[src/rtl/rfsh_pkg.sv]
package rfsh_pkg;
  localparam int unsigned RF_ADDR_W  = 14;
  localparam int unsigned RF_CTR_W   = 8;
  localparam int unsigned RF_SLOT_W  = 6;
  localparam int unsigned RF_OFS     = 3;
  localparam int unsigned RF_NUM     = 5;
endpackage

[src/rtl/rfsh_rst_sync.sv]
module rfsh_rst_sync (
  input  logic clk,
  input  logic rst_n,
  output logic rst_sync_n
);
  logic [1:0] sync_q;

  always_ff @(posedge clk or negedge rst_n) begin
    if (!rst_n) sync_q <= 2'b00;
    else        sync_q <= {sync_q[0], 1'b1};
  end

  assign rst_sync_n = sync_q[1];
endmodule

[src/rtl/rfsh_slot_seq.sv]
module rfsh_slot_seq #(
  parameter int unsigned SLOT_W = rfsh_pkg::RF_SLOT_W,
  parameter int unsigned OFS    = rfsh_pkg::RF_OFS,
  parameter int unsigned NUM    = rfsh_pkg::RF_NUM
) (
  input  logic clk,
  input  logic rst_n,
  input  logic line_start,
  input  logic slot_stb,
  output logic rfsh_act
);
  localparam logic [SLOT_W-1:0] WIN_LO  = SLOT_W'(OFS);
  localparam logic [SLOT_W-1:0] WIN_HI  = SLOT_W'(OFS + NUM);
  localparam logic [SLOT_W-1:0] SAT_MAX = '1;
  localparam int unsigned CHK_W = $clog2(NUM + 2);

  logic [SLOT_W-1:0] slot_q, slot_d;
  logic              slot_en;
  logic              in_win;

  // Slot index saturates so that long lines never reopen the window
  always_comb begin
    slot_en = line_start || (slot_stb && (slot_q != SAT_MAX));
    slot_d  = slot_q;
    if (line_start)   slot_d = '0;
    else if (slot_en) slot_d = slot_q + 1'b1;
  end

  always_ff @(posedge clk or negedge rst_n) begin
    if (!rst_n)       slot_q <= SAT_MAX;
    else if (slot_en) slot_q <= slot_d;
  end

  assign in_win   = (slot_q >= WIN_LO) && (slot_q < WIN_HI);
  assign rfsh_act = slot_stb && !line_start && in_win;

  // Checker support: refreshes counted inside the current line
  logic [CHK_W-1:0] chk_cnt_q;
  always_ff @(posedge clk or negedge rst_n) begin
    if (!rst_n)          chk_cnt_q <= '0;
    else if (line_start) chk_cnt_q <= '0;
    else if (rfsh_act)   chk_cnt_q <= chk_cnt_q + 1'b1;
  end

  AST_FIVE_PER_LINE: assert property (@(posedge clk) disable iff (!rst_n)
    rfsh_act |-> (chk_cnt_q < CHK_W'(NUM))) else $error("AST_FIVE_PER_LINE");
  AST_REFRESH_IN_SLOT: assert property (@(posedge clk) disable iff (!rst_n)
    !slot_stb |-> !rfsh_act) else $error("AST_REFRESH_IN_SLOT");
  AST_LINE_RESTART: assert property (@(posedge clk) disable iff (!rst_n)
    line_start |=> (slot_q == '0)) else $error("AST_LINE_RESTART");
endmodule

[src/rtl/rfsh_ctr.sv]
module rfsh_ctr #(
  parameter int unsigned CTR_W = rfsh_pkg::RF_CTR_W
) (
  input  logic             clk,
  input  logic             rst_n,
  input  logic             step,
  output logic [CTR_W-1:0] ctr_q
);
  logic [CTR_W-1:0] ctr_d;

  always_comb begin
    ctr_d = ctr_q;
    if (step) ctr_d = ctr_q - 1'b1;
  end

  always_ff @(posedge clk or negedge rst_n) begin
    if (!rst_n)    ctr_q <= '1;
    else if (step) ctr_q <= ctr_d;
  end

  AST_CTR_DECR: assert property (@(posedge clk) disable iff (!rst_n)
    step |=> (ctr_q == CTR_W'($past(ctr_q) - 1'b1))) else $error("AST_CTR_DECR");
  AST_CTR_HOLD: assert property (@(posedge clk) disable iff (!rst_n)
    !step |=> $stable(ctr_q)) else $error("AST_CTR_HOLD");
endmodule

[src/rtl/rfsh_row_mux.sv]
module rfsh_row_mux #(
  parameter int unsigned ROW_W = rfsh_pkg::RF_CTR_W
) (
  input  logic [ROW_W-1:0] addr_lo,
  input  logic             row7_sel,
  output logic [ROW_W-1:0] row_addr
);
  for (genvar i = 0; i < ROW_W; i++) begin : g_row
    if (i == ROW_W - 1) begin : g_top
      assign row_addr[i] = addr_lo[i] & ~row7_sel;
    end else begin : g_low
      assign row_addr[i] = addr_lo[i];
    end
  end
endmodule

[src/rtl/rfsh_gen.sv]
module rfsh_gen #(
  parameter int unsigned ADDR_W = rfsh_pkg::RF_ADDR_W,
  parameter int unsigned CTR_W  = rfsh_pkg::RF_CTR_W,
  parameter int unsigned SLOT_W = rfsh_pkg::RF_SLOT_W,
  parameter int unsigned OFS    = rfsh_pkg::RF_OFS,
  parameter int unsigned NUM    = rfsh_pkg::RF_NUM
) (
  input  logic              clk,
  input  logic              rst_n,
  input  logic              line_start,
  input  logic              slot_stb,
  input  logic              row7_sel,
  input  logic              cas_inhibit,
  output logic [ADDR_W-1:0] addr,
  output logic              rfsh_act,
  output logic [CTR_W-1:0]  row_addr,
  output logic              ras_req,
  output logic              cas_req
);
  localparam int unsigned PAGE_W = ADDR_W - CTR_W;
  localparam logic [PAGE_W-1:0] PAGE = '1;

  logic             rst_sync_n;
  logic [CTR_W-1:0] ctr;

  rfsh_rst_sync u_rst (
    .clk        (clk),
    .rst_n      (rst_n),
    .rst_sync_n (rst_sync_n)
  );

  rfsh_slot_seq #(.SLOT_W(SLOT_W), .OFS(OFS), .NUM(NUM)) u_seq (
    .clk        (clk),
    .rst_n      (rst_sync_n),
    .line_start (line_start),
    .slot_stb   (slot_stb),
    .rfsh_act   (rfsh_act)
  );

  rfsh_ctr #(.CTR_W(CTR_W)) u_ctr (
    .clk   (clk),
    .rst_n (rst_sync_n),
    .step  (rfsh_act),
    .ctr_q (ctr)
  );

  assign addr = rfsh_act ? {PAGE, ctr} : '0;

  rfsh_row_mux #(.ROW_W(CTR_W)) u_row (
    .addr_lo  (addr[CTR_W-1:0]),
    .row7_sel (row7_sel),
    .row_addr (row_addr)
  );

  // Row strobe on every owned slot; only the column strobe obeys decode
  assign ras_req = slot_stb;
  assign cas_req = slot_stb & ~cas_inhibit;

  AST_RFSH_PAGE_RAS: assert property (@(posedge clk) disable iff (!rst_sync_n)
    rfsh_act |-> (ras_req && (addr[ADDR_W-1:CTR_W] == PAGE))) else $error("AST_RFSH_PAGE_RAS");
  AST_RFSH_CAS: assert property (@(posedge clk) disable iff (!rst_sync_n)
    (rfsh_act && !cas_inhibit) |-> cas_req) else $error("AST_RFSH_CAS");
  AST_ROW_NARROW: assert property (@(posedge clk) disable iff (!rst_sync_n)
    row7_sel |-> !row_addr[CTR_W-1]) else $error("AST_ROW_NARROW");
endmodule

[config.mk]
export PLATFORM = sky130hd
export DESIGN_NAME = rfsh_gen
export DESIGN_NICKNAME = d
export VERILOG_FILES = /design/src/rtl/rfsh_pkg.sv /design/src/rtl/rfsh_rst_sync.sv /design/src/rtl/rfsh_slot_seq.sv /design/src/rtl/rfsh_ctr.sv /design/src/rtl/rfsh_row_mux.sv /design/src/rtl/rfsh_gen.sv
export SDC_FILE = /design/constraint.sdc
export NUM_CORES = 1
export LEC_CHECK = 0
export BUFFER_PORTS_ARGS = -buffer_cell sky130_fd_sc_hd__buf_2
export CAP_MARGIN = 40
export CORE_ASPECT_RATIO = 0.9
export CORE_MARGIN = 8
export CORE_UTILIZATION = 35
export DETAILED_ROUTE_END_ITERATION = 7
export GPL_ROUTABILITY_DRIVEN = 0
export GPL_TIMING_DRIVEN = 1
export HOLD_SLACK_MARGIN = 0.12
export PLACE_DENSITY = 0.56
export REMOVE_ABC_BUFFERS = 1
export SYNTH_ARGS = -nofsm -noshare
export SYNTH_HDL_FRONTEND = slang
export SYNTH_SLANG_ARGS = --single-unit
[constraint.sdc]
create_clock -name clk -period 2.4 [get_ports clk]
set_clock_uncertainty 0.05 [all_clocks]
set_input_delay 0.48 -clock clk [delete_from_list [all_inputs] [get_ports clk]]
set_output_delay 0.48 -clock clk [all_outputs]
set_load 0.02 [all_outputs]
==> impl_metrics.json <==
{
  "status": "finished clean",
  "dpl.hpwl_um": 1510,
  "nNetsFinal": 128,
  "avgSynthCellArea_um2": 10.8,
  "final_cell_area_um2": 1210,
  "start_util_pct": 37.3,
  "wl_per_cell_um": 12.7,
  "die_area_um2": 4950,
  "via_per_inst": 4.62,
  "drt-initial-drc-count": 25,
  "cts_sinks": 16,
  "hold_violations": 0,
  "cts.clk_slew.worst_paths_ns": 0.09,
  "synth_cells": 96,
  "dr.pass1.iters": 4,
  "crit_fanout": 11,
  "clock_latency_ns": 0.29,
  "synthArstFlopShare_pct": 100,
  "synthTopCellsByArea": "dfstp_2 (36%), buf_4 (10%), and3_1 (4.8%)",
  "worstSetupPathType": "reg -> out",
  "n_fill_cell": 272,
  "synth_flop_cell": "dfstp_2",
  "drc": 0,
  "num_rows": 18,
  "tightest_slew_ns": 0.555,
  "ys_ff_latch": 16,
  "grt_overflow": 0,
  "die_h_um": 67.6,
  "yosysWarnings": 0,
  "yosysUniqueCellTypes": 35,
  "worstSetupStartpointType": "register",
  "rsz0062_at_grt": "false",
  "max_freq_mhz": 435,
  "area_delta_synth_final_pct": 16.7,
  "critical_path_arrival_ns": 1.77,
  "post-place-ws_ns": 0.238,
  "cap_violations": 0,
  "grt_max_degree": 17,
  "layout-drive-gt1-share_pct": 52.1,
  "setup_viol": 0,
  "ioPinCount": 31,
  "power_leakage_nw": 0.577,
  "diodes": 0,
  "setup_slack_ns": 0.103,
  "report.final.slew_viol_count": 0,
  "grt_pass1_wl_um": 3400,
  "dieWidth_um": 73.3,
  "cp.required_ns": 1.87,
  "core_um2": 2770,
  "fin_crit_sh_pct": 95.7,
  "seq_area_frac_synth_pct": 40.4,
  "antenna_left": 0,
  "hold-worst-slack_ns": 0.305,
  "synth_area_leader_cell": "dfstp_2",
  "maxSlewHeadroom_pct": 63.0,
  "cts_tree": "yes",
  "seqCellArea_um2": 418,
  "htree_levels": 1,
  "tns_ns": 0,
  "final_common_cell": "buf_2",
  "grt_pass1_vias": 695,
  "min_period_ns": 2.30,
  "final_cell_mix": "buf_2 (30), dfstp_2 (14), and3_1 (8)",
  "num_vias": 735,
  "synth-edff-count": 0,
  "antenna_found_initial": 0,
  "cts_root_buffer": "clkbuf_4",
  "synth.cell_area_um2": 1030,
  "cts_buffers": 3,
  "total_power_mw": 0.748,
  "wl_um": 2020,
  "hold_class": "reg -> reg",
  "worstSetupEndpointType": "primary output",
  "multi_input_area_um2": 473,
  "p_per_area_nw_per_um2": 620,
  "synth_top_cell_area_share_pct": 35.6,
  "postPlaceCellArea_um2": 1120,
  "io_buffer_count": 30,
  "clockBufferDepth": 2,
  "grt_use_total_pct": 8.84,
  "ir_worst_vdd_mv": 0.242
}
## sequential cells by signal (all words and copies together), names as in the netlist
signal and flops:
u_ctr.ctr_q 8, u_rst.sync_q 2, u_seq.slot_q 6
## metrics by stage
step                instances  util [%]
detailed placement        150      40.5
global placement          150      40.5
global route              159      43.5
CTS                       155      42.4
floorplan                  79         -
finish                    159      43.5
## power by group
| group | total, mW | leakage (nW) | internal [mW] | switching (mW) |
|---|---|---|---|---|
| Sequential | 0.393 | 0.168 | 0.341 | 0.0516 |
| Combinational | 0.176 | 0.388 | 0.0808 | 0.0953 |
| Clock | 0.179 | 0.0210 | 0.0923 | 0.0865 |
| Total | 0.748 | 0.577 | 0.514 | 0.233 |
## timing repair
| item | in CTS | in global routing |
|---|---|---|
| pin swaps | 1 | 0 |
| endpoints found under the setup margin | 8 | 8 |
| gates resized for setup | 1 | 1 |
| endpoints found under the hold margin | 2 | 0 |
| setup buffers | 0 | 4 |
| hold buffers | 1 | 0 |
## cells in the mapped netlist, drive strengths merged, types with 2 or more instances
cell type / instances
nor2: 4
nor3: 4
ha: 2
dfstp: 14
buf: 17
nor4b: 2
nand4: 6
and3: 8
nand2b: 2
nand3: 2
a21oi: 3
a211oi: 2
and2: 2
nor2b: 2
inv: 5
xnor2: 7
dfrtp: 2
## critical path: stages, from the launching register on
cell     delay (ns)
dfstp_2        0.56
ha_2           0.22
o21ba_4        0.21
buf_4          0.14
and3_1         0.17
buf_2          0.17
## cell type report
class / count / area share, %
inverters: 5 / 1.56
repair buffers: 36 / 17.4
flip-flops and latches: 16 / 34.6
clock buffers: 4 / 3.01
multi-input cells: 58 / 39.2
well taps: 40 / 4.15
## per-layer routing
metal | up-vias | global-route usage, % | wire [µm]
met1 | 354 | 10.7 | 889
met5 | - | 0 | 0
met3 | 2 | 2.96 | 101
li1 | 366 | - | -
met2 | 13 | 14.0 | 1010
met4 | 0 | 3.74 | 23
## cells by family after synthesis
family | synth area share (%)
compound gates | 6.90
flops | 40.4
fa+ha+maj | 2.42
xor+xnor | 7.38
other cells | 0.363
mux | 2.06
buf+inv | 14.6
simple gates | 25.8
## worst paths after layout
path	startpoint	cells past startpoint	endpoint	slack, ns
worst max-delay path	u_seq.slot_q[0]	5	row_addr[2]	0.10
min in group asynchronous	rst_n	2	u_rst.sync_q[0]	0.45
worst max register to register	u_seq.slot_q[0]	4	u_seq.slot_q[0]	0.77
worst min-delay path	u_rst.sync_q[0]	0	u_rst.sync_q[1]	0.30
worst min register to register	u_rst.sync_q[0]	0	u_rst.sync_q[1]	0.30
max in group asynchronous	u_rst.sync_q[1]	0	u_ctr.ctr_q[0]	1.75
(Power assumes the default switching activity.)
